===== config.mk =====
export PLATFORM = sky130hd
export DESIGN_NAME = disk_io_dispatch
export DESIGN_NICKNAME = d
export VERILOG_FILES = /design/src/rtl/dio_pkg.sv /design/src/rtl/dio_cfg_regs.sv /design/src/rtl/dio_window_decode.sv /design/src/rtl/dio_drive_select.sv /design/src/rtl/disk_io_dispatch.sv
export SDC_FILE = /design/constraint.sdc
export NUM_CORES = 1
export LEC_CHECK = 0
export BUFFER_PORTS_ARGS = -buffer_cell sky130_fd_sc_hd__buf_2
export CORE_MARGIN = 3
export CORE_UTILIZATION = 25
export CTS_BUF_LIST = sky130_fd_sc_hd__clkbuf_4 sky130_fd_sc_hd__clkbuf_8 sky130_fd_sc_hd__clkbuf_16
export CTS_CLUSTER_SIZE = 24
export DETAILED_ROUTE_END_ITERATION = 7
export HOLD_SLACK_MARGIN = 0.08
export PLACE_DENSITY_LB_ADDON = 0.3
export SKIP_LAST_GASP = 1
export SYNTH_ARGS = -nofsm -noshare
export SYNTH_HDL_FRONTEND = slang
export SYNTH_SLANG_ARGS = --single-unit

===== constraint.sdc =====
create_clock -name clk -period 13.78 [get_ports clk]
set_clock_uncertainty 0.15 [all_clocks]
set_input_delay 1.378 -clock clk [delete_from_list [all_inputs] [get_ports clk]]
set_output_delay 1.378 -clock clk [all_outputs]
set_load 0.005 [all_outputs]

===== src/rtl/dio_pkg.sv =====
package dio_pkg;

    localparam int NUM_WIN = 5;
    localparam int WIN_W   = 3;

    localparam int WIN_PCMD = 0;
    localparam int WIN_PCTL = 1;
    localparam int WIN_SCMD = 2;
    localparam int WIN_SCTL = 3;
    localparam int WIN_BM   = 4;

    typedef enum logic [2:0] {
        TGT_PCMD = 3'd0,
        TGT_PCTL = 3'd1,
        TGT_SCMD = 3'd2,
        TGT_SCTL = 3'd3,
        TGT_PBM  = 3'd4,
        TGT_SBM  = 3'd5,
        TGT_NONE = 3'd7
    } tgt_e;

    typedef enum logic [1:0] {
        ST_IDLE   = 2'd0,
        ST_ACCESS = 2'd1,
        ST_REPLY  = 2'd2
    } dio_state_e;

endpackage


===== src/rtl/dio_cfg_regs.sv =====
module dio_cfg_regs
    import dio_pkg::*;
#(
    parameter int ADDR_W = 16,
    parameter int CMD_W  = 16,
    parameter int IO_BIT = 0,
    parameter int BM_BIT = 2
) (
    input  logic                            clk,
    input  logic                            rst_n,
    input  logic                            base_we,
    input  logic [WIN_W-1:0]                base_idx,
    input  logic [ADDR_W-1:0]               base_data,
    input  logic                            cmd_we,
    input  logic [CMD_W-1:0]                cmd_data,
    output logic [NUM_WIN-1:0][ADDR_W-1:0]  bases,
    output logic                            io_en,
    output logic                            bm_en
);

    // Only the two enable bits of the command word matter here.
    logic unused_cmd_bits;
    assign unused_cmd_bits = ^cmd_data;

    for (genvar w = 0; w < NUM_WIN; w++) begin : g_base
        always_ff @(posedge clk or negedge rst_n) begin
            if (!rst_n) begin
                bases[w] <= '0;
            end else if (base_we && (base_idx == WIN_W'(w)) && (base_data != '0)) begin
                bases[w] <= base_data;
            end
        end
    end

    always_ff @(posedge clk or negedge rst_n) begin
        if (!rst_n) begin
            io_en <= 1'b0;
            bm_en <= 1'b0;
        end else if (cmd_we) begin
            io_en <= cmd_data[IO_BIT];
            bm_en <= cmd_data[BM_BIT];
        end
    end

endmodule


===== src/rtl/dio_window_decode.sv =====
module dio_window_decode
    import dio_pkg::*;
#(
    parameter int ADDR_W   = 16,
    parameter int CMD_SPAN = 8,
    parameter int CTL_SPAN = 4,
    parameter int BM_SPAN  = 16
) (
    input  logic [ADDR_W-1:0]               addr,
    input  logic [NUM_WIN-1:0][ADDR_W-1:0]  bases,
    output logic                            hit_any,
    output logic [WIN_W-1:0]                win,
    output logic [ADDR_W-1:0]               off
);

    logic [NUM_WIN-1:0] hit;

    for (genvar w = 0; w < NUM_WIN; w++) begin : g_win
        localparam int SPAN = (w == WIN_BM) ? BM_SPAN :
                              ((w == WIN_PCTL) || (w == WIN_SCTL)) ? CTL_SPAN : CMD_SPAN;
        logic [ADDR_W:0] limit;
        // One extra bit keeps a window at the top of the space from wrapping.
        assign limit  = {1'b0, bases[w]} + (ADDR_W+1)'(SPAN);
        assign hit[w] = (addr >= bases[w]) && ({1'b0, addr} < limit);
    end

    // Scan from the last window down so the lowest index wins.
    always_comb begin
        hit_any = |hit;
        win     = '0;
        off     = '0;
        for (int w = NUM_WIN - 1; w >= 0; w--) begin
            if (hit[w]) begin
                win = WIN_W'(w);
                off = addr - bases[w];
            end
        end
    end

endmodule


===== src/rtl/dio_drive_select.sv =====
module dio_drive_select #(
    parameter int NUM_CH = 2,
    localparam int CH_W  = (NUM_CH > 1) ? $clog2(NUM_CH) : 1
) (
    input  logic              clk,
    input  logic              rst_n,
    input  logic              upd,
    input  logic [CH_W-1:0]   upd_ch,
    input  logic              upd_dev,
    output logic [NUM_CH-1:0] sel
);

    for (genvar c = 0; c < NUM_CH; c++) begin : g_ch
        always_ff @(posedge clk or negedge rst_n) begin
            if (!rst_n) begin
                sel[c] <= 1'b0;
            end else if (upd && (upd_ch == CH_W'(c))) begin
                sel[c] <= upd_dev;
            end
        end
    end

endmodule


===== src/rtl/disk_io_dispatch.sv =====
module disk_io_dispatch
    import dio_pkg::*;
#(
    parameter int ADDR_W      = 16,
    parameter int DATA_W      = 32,
    parameter int CMD_SPAN    = 8,
    parameter int CTL_SPAN    = 4,
    parameter int BM_CH_SPAN  = 8,
    parameter int SEL_OFFSET  = 6,
    parameter int SEL_DEV_BIT = 4,
    localparam int NUM_CH     = 2,
    localparam int BM_SPAN    = 2 * BM_CH_SPAN
) (
    input  logic                 clk,
    input  logic                 rst_n,
    input  logic                 cfg_base_we,
    input  logic [2:0]           cfg_base_idx,
    input  logic [ADDR_W-1:0]    cfg_base_data,
    input  logic                 cfg_cmd_we,
    input  logic [15:0]          cfg_cmd_data,
    input  logic [3:0]           drive_present,
    input  logic                 req_valid,
    output logic                 req_ready,
    input  logic                 req_write,
    input  logic [ADDR_W-1:0]    req_addr,
    input  logic [2:0]           req_size,
    input  logic [DATA_W-1:0]    req_wdata,
    output logic                 tgt_valid,
    output logic                 tgt_write,
    output logic [2:0]           tgt_sel,
    output logic [ADDR_W-1:0]    tgt_off,
    output logic [2:0]           tgt_size,
    output logic [DATA_W-1:0]    tgt_wdata,
    input  logic [DATA_W-1:0]    tgt_rdata,
    output logic                 rsp_valid,
    output logic                 rsp_err,
    output logic [DATA_W-1:0]    rsp_rdata,
    output logic [1:0]           drv_sel
);

    dio_state_e state_q, state_d;

    logic                 r_write;
    logic [ADDR_W-1:0]    r_addr;
    logic [2:0]           r_size;
    logic [DATA_W-1:0]    r_wdata;

    logic [NUM_WIN-1:0][ADDR_W-1:0] bases;
    logic                 io_en, bm_en;

    logic                 hit_any;
    logic [WIN_W-1:0]     win;
    logic [ADDR_W-1:0]    dec_off;

    logic                 size_ok;
    logic                 acc_fwd, acc_err, acc_upd, acc_ch, eff_dev, sel_write;
    tgt_e                 acc_tgt;
    logic [ADDR_W-1:0]    acc_off;

    logic                 rsp_err_q;
    logic [DATA_W-1:0]    rsp_rdata_q;

    dio_cfg_regs #(
        .ADDR_W (ADDR_W)
    ) u_cfg (
        .clk       (clk),
        .rst_n     (rst_n),
        .base_we   (cfg_base_we),
        .base_idx  (cfg_base_idx),
        .base_data (cfg_base_data),
        .cmd_we    (cfg_cmd_we),
        .cmd_data  (cfg_cmd_data),
        .bases     (bases),
        .io_en     (io_en),
        .bm_en     (bm_en)
    );

    dio_window_decode #(
        .ADDR_W   (ADDR_W),
        .CMD_SPAN (CMD_SPAN),
        .CTL_SPAN (CTL_SPAN),
        .BM_SPAN  (BM_SPAN)
    ) u_dec (
        .addr    (r_addr),
        .bases   (bases),
        .hit_any (hit_any),
        .win     (win),
        .off     (dec_off)
    );

    dio_drive_select #(
        .NUM_CH (NUM_CH)
    ) u_dsel (
        .clk     (clk),
        .rst_n   (rst_n),
        .upd     (acc_upd && (state_q == ST_ACCESS)),
        .upd_ch  (acc_ch),
        .upd_dev (eff_dev),
        .sel     (drv_sel)
    );

    // State register
    always_ff @(posedge clk or negedge rst_n) begin
        if (!rst_n) state_q <= ST_IDLE;
        else        state_q <= state_d;
    end

    // Transitions: IDLE->ACCESS on request, ACCESS->REPLY, REPLY->IDLE
    always_comb begin
        state_d = state_q;
        unique case (state_q)
            ST_IDLE:   if (req_valid) state_d = ST_ACCESS;
            ST_ACCESS: state_d = ST_REPLY;
            ST_REPLY:  state_d = ST_IDLE;
            default:   state_d = ST_IDLE;
        endcase
    end

    // Request capture
    always_ff @(posedge clk or negedge rst_n) begin
        if (!rst_n) begin
            r_write <= 1'b0;
            r_addr  <= '0;
            r_size  <= '0;
            r_wdata <= '0;
        end else if (req_valid && req_ready) begin
            r_write <= req_write;
            r_addr  <= req_addr;
            r_size  <= req_size;
            r_wdata <= req_wdata;
        end
    end

    assign size_ok = (r_size == 3'd1) || (r_size == 3'd2) || (r_size == 3'd4);

    // Access resolution for the captured request
    always_comb begin
        acc_fwd   = 1'b0;
        acc_err   = 1'b0;
        acc_upd   = 1'b0;
        acc_ch    = 1'b0;
        eff_dev   = 1'b0;
        sel_write = 1'b0;
        acc_tgt   = TGT_NONE;
        acc_off   = '0;
        if (!size_ok) begin
            acc_err = 1'b1;
        end else if (!io_en) begin
            acc_fwd = 1'b0;
        end else if (!hit_any) begin
            acc_err = 1'b1;
        end else begin
            unique case (win)
                WIN_W'(WIN_PCMD), WIN_W'(WIN_SCMD): begin
                    acc_ch    = (win == WIN_W'(WIN_SCMD));
                    sel_write = r_write && (dec_off == ADDR_W'(SEL_OFFSET));
                    acc_upd   = sel_write;
                    eff_dev   = sel_write ? r_wdata[SEL_DEV_BIT] : drv_sel[acc_ch];
                    acc_fwd   = drive_present[{acc_ch, eff_dev}];
                    acc_tgt   = acc_ch ? TGT_SCMD : TGT_PCMD;
                    acc_off   = dec_off;
                end
                WIN_W'(WIN_PCTL), WIN_W'(WIN_SCTL): begin
                    acc_ch  = (win == WIN_W'(WIN_SCTL));
                    eff_dev = drv_sel[acc_ch];
                    acc_fwd = drive_present[{acc_ch, eff_dev}];
                    acc_tgt = acc_ch ? TGT_SCTL : TGT_PCTL;
                    acc_off = dec_off;
                end
                WIN_W'(WIN_BM): begin
                    if (!(r_write && !bm_en)) begin
                        acc_fwd = 1'b1;
                        if (dec_off < ADDR_W'(BM_CH_SPAN)) begin
                            acc_tgt = TGT_PBM;
                            acc_off = dec_off;
                        end else begin
                            acc_tgt = TGT_SBM;
                            acc_off = dec_off - ADDR_W'(BM_CH_SPAN);
                        end
                    end
                end
                default: acc_err = 1'b1;
            endcase
        end
    end

    // Response capture at the end of ACCESS
    always_ff @(posedge clk or negedge rst_n) begin
        if (!rst_n) begin
            rsp_err_q   <= 1'b0;
            rsp_rdata_q <= '0;
        end else if (state_q == ST_ACCESS) begin
            rsp_err_q   <= acc_err;
            rsp_rdata_q <= (acc_fwd && !r_write) ? tgt_rdata : '0;
        end
    end

    // Outputs
    always_comb begin
        req_ready = (state_q == ST_IDLE);
        tgt_valid = (state_q == ST_ACCESS) && acc_fwd;
        tgt_write = r_write;
        tgt_sel   = (state_q == ST_ACCESS) ? acc_tgt : TGT_NONE;
        tgt_off   = acc_off;
        tgt_size  = r_size;
        tgt_wdata = r_wdata;
        rsp_valid = (state_q == ST_REPLY);
        rsp_err   = (state_q == ST_REPLY) && rsp_err_q;
        rsp_rdata = (state_q == ST_REPLY) ? rsp_rdata_q : '0;
    end

endmodule


==> results.yml <==
run_status:
  status: "finished clean"
sta:
  tightest_pin_transition_ps: 1070
  fin_crit_sh: 0.634
  grt_setup_unrepaired: "no"
  layout_setup_ws_ps: 5050
  slew_headroom: 0.286
  post-route-min-period_ps: 8730
  finalMaxSlewViolations: 0
  timing.fmax_mhz: 114
  hold_viol_final: 0
  fin_setup_tns_ps: 0
  setup_viol: 0
layout:
  n_antenna_cell: 0
  syn_to_final_growth_pct: 16.4
  proportion_of_layout_cells_with_a_drive_suffix_above_1: 0.208
  final_cell_count_no_fill: 2663
  total_number_of_nets_in_the_final_design: 2171
  most_common_library_cell_in_the_layout_ignoring_fill_and_taps: "buf_2"
  final_cell_mix: "buf_2 (205), dfrtp_1 (171), nand2_1 (170)"
  post-route-cell-area_um2: 17300
power:
  power_density_nw_per_um2: 207
  seqPwrFrac: 0.209
  p_total_mw: 3.59
  clock_share_of_power: 0.134
  max-vdd-ir-drop_mv: 0.149
  p_sw_mw: 1.85
  p_comb_frac: 0.658
  static-leakage-power_nw: 7.67
  power.internal_mw: 1.74
  p_sw_frac: 0.514
clocking:
  cts.hold.buffers_added: 0
  cts.sinks: 171
  clk_pin_slew_worst_paths_ps: 70
  tritoncts: "yes"
  max_root_sink_buffers: 2
  cts_resized: 0
  htree_levels: 4
  cts_bufs_inserted: 17
  cts_root_buf: "clkbuf_16"
  worstSkewPairLatency_ps: 500
  post-cts-setup-buffers: 0
job:
  timing.max_cap.violations: 0
worst_setup_path:
  crit_buf_inv: 3
  worst-path-max-fanout: 33
  worst_path_largest_cell_delay_ps: 690
  cp_data_arrival_time_ps: 7210
  cpMaxStageDelayCell: "nor4bb_1"
  criticalPathCategory: "reg -> out"
  path_delay_family: "simple AND/OR/NAND/NOR gates"
  worstSetupStartpointType: "register"
  critical_path.cell_chain: "ha_1 -> nand3_1 -> nor4_1 -> nand3_1 -> xnor2_1 -> ha_1 -> a22o_1 -> nor4_1 -> o311ai_1 -> a311o_1 -> a32oi_2 -> buf_4 -> mux2_2 -> a31oi_1 -> nor4bb_1 -> and4_2 -> a32oi_1 -> a311o_1 -> a2111oi_4 -> buf_4 -> nor2b_1 -> buf_2"
  worst_setup_path_end_kind: "primary output"
  crit_required_ps: 12250
detailed_routing:
  drt-initial-drc-count: 969
  post_drt_wl_per_cell_um: 20.3
  total_iterations_of_the_first_detailed_routing_run: 5
  via_count: 13900
  avgViaCountPerCell: 5.21
  wl_um: 54100
  ant_nets: 0
  drt_drc_violations_left: 0
die:
  placement_rows: 88
  die_x_um: 250
  floorplan.initialDensity: 0.255
  placeableCoreArea_um2: 58200
  pin_count: 221
  die_area_um2: 62500
  die_height_um: 250
yosys:
  synthesis.area_um2: 14900
  ys.warnings.count: 0
  avgSynthCellArea_um2: 8.75
  syn-num-nets: 1986
  synth.distinct_cells: 83
  asyncSetResetFlopFracSynth: 1.00
  sequential_area_share_after_synthesis: 0.288
  ys_ff_latch: 171
  synth_enable_flop_cells: 0
  synthCells: 1700
  ys_dominant_reg_cell: "dfrtp_1"
placement:
  post-dp-hpwl_um: 41200
  globalplace.congestion: 0.925
  placed_cells: 2631
  dpl_ws_ps: 5680
  port-buffer-count: 206
  place_area_um2: 16800
global_route:
  first_global_vias: 13300
  grt_antenna_before_repair: 7
  grt_pass1_wl_um: 81600
  grtUsageTotal: 0.170
  grt-ovfl-total: 0
  maximum_number_of_pins_on_one_net_before_global_route_repair: 68
worst_hold_path:
  min_path_type: "reg -> reg"
## tightest hold or removal path: cells and delay by family (launching register included)
kind | cells | cell delay, ps
AO/OA/AOI/OAI | 1 | 50
flip-flops | 1 | 340
AND/OR/NAND/NOR | 1 | 60
## synthesized netlist by cell type (5+ instances only)
master,count,area (µm²)
ha_1,153,1910
a211o_1,7,61.3
nor2_1,66,248
mux2i_1,8,80.1
clkbuf_1,42,158
o2111ai_1,7,61.3
nor3b_1,6,45.0
nand2_1,170,638
inv_1,115,432
a21o_1,37,278
nor2b_1,19,119
nor3_1,27,135
o211ai_1,15,113
o21ai_1,11,55.1
o22ai_1,6,37.5
o21bai_1,6,45.0
o21a_1,18,135
dfrtp_1,171,4280
mux2_2,92,1040
xor2_1,22,193
buf_2,6,30.0
xnor2_1,87,762
a31oi_1,16,100
and3_1,22,138
fa_1,5,100
nand2b_1,19,119
and4_1,13,114
nor4_1,12,75.1
a211oi_1,14,105
nand3b_1,35,263
o21ai_2,20,175
nand3_1,59,295
and2_1,45,282
nand4_1,34,213
a221oi_1,11,96.3
a21oi_1,93,465
o21ai_0,108,541
a21boi_0,6,45.0
## state kept, by name, indices dropped and copies added, names as in the netlist
signal / flops
u_cfg.bases: 80
rsp_rdata_q: 32
tgt_wdata: 32
r_addr: 16
tgt_size: 3
state_q: 2
u_dsel.sel: 2
rsp_err_q: 1
tgt_write: 1
u_cfg.bm_en: 1
u_cfg.io_en: 1
## final timing paths
| path | endpoint | slack, ps | from | depth (start not counted) |
|---|---|---|---|---|
| worst max-delay path | tgt_valid | 5050 | u_cfg.bases[3] | 22 |
| worst max register to register | rsp_rdata_q[31] | 6840 | u_cfg.bases[3] | 21 |
| worst min register to register | rsp_rdata_q[21] | 320 | rsp_rdata_q[21] | 2 |
| min in group asynchronous | rsp_rdata_q[9] | 680 | rst_n | 1 |
| worst min-delay path | rsp_rdata_q[21] | 320 | rsp_rdata_q[21] | 2 |
| max in group asynchronous | u_cfg.bases[79] | 11430 | rst_n | 2 |
## through the flow
step	util	hold WS (ps)
5_1_grt	0.297	344
4_1_cts	0.297	325
3_5_place_dp	0.288	308
6_report	0.297	321
3_3_place_gp	0.288	303
2_1_floorplan	-	292
## metal layers
layer,track usage,vias up,part of all wire
li1,-,6579,-
met2,0.266,416,0.45
met4,0.0600,2,0.027
met5,0,-,0.00024
met1,0.238,6816,0.47
met3,0.0258,60,0.056
## cell families after synthesis
| family | synth area share |
|---|---|
| flops | 0.288 |
| mux | 0.0750 |
| buf+inv | 0.0467 |
| fa+ha+maj | 0.135 |
| xor+xnor | 0.0642 |
| compound gates | 0.200 |
| simple gates | 0.191 |
## power by group through the flow
stage | clock [mW] | combinational, mW | sequential [mW]
after floorplan | 0 | 1.66 | 0.700
after global placement | 0 | 2.29 | 0.755
after detailed placement | 0 | 2.31 | 0.759
after CTS | 0.499 | 2.33 | 0.750
after global routing | 0.514 | 2.59 | 0.765
final | 0.481 | 2.36 | 0.749
## cell type report
cell class	count	area [µm²]
Clock buffer	18	433
Clock inverter	14	123
Fill cell	6213	40900
Inverter	115	432
Multi-Input combinational cell	1357	9930
Sequential cell	171	4280
Tap cell	765	957
Timing Repair Buffer	223	1160
(Power assumes the default switching activity.)
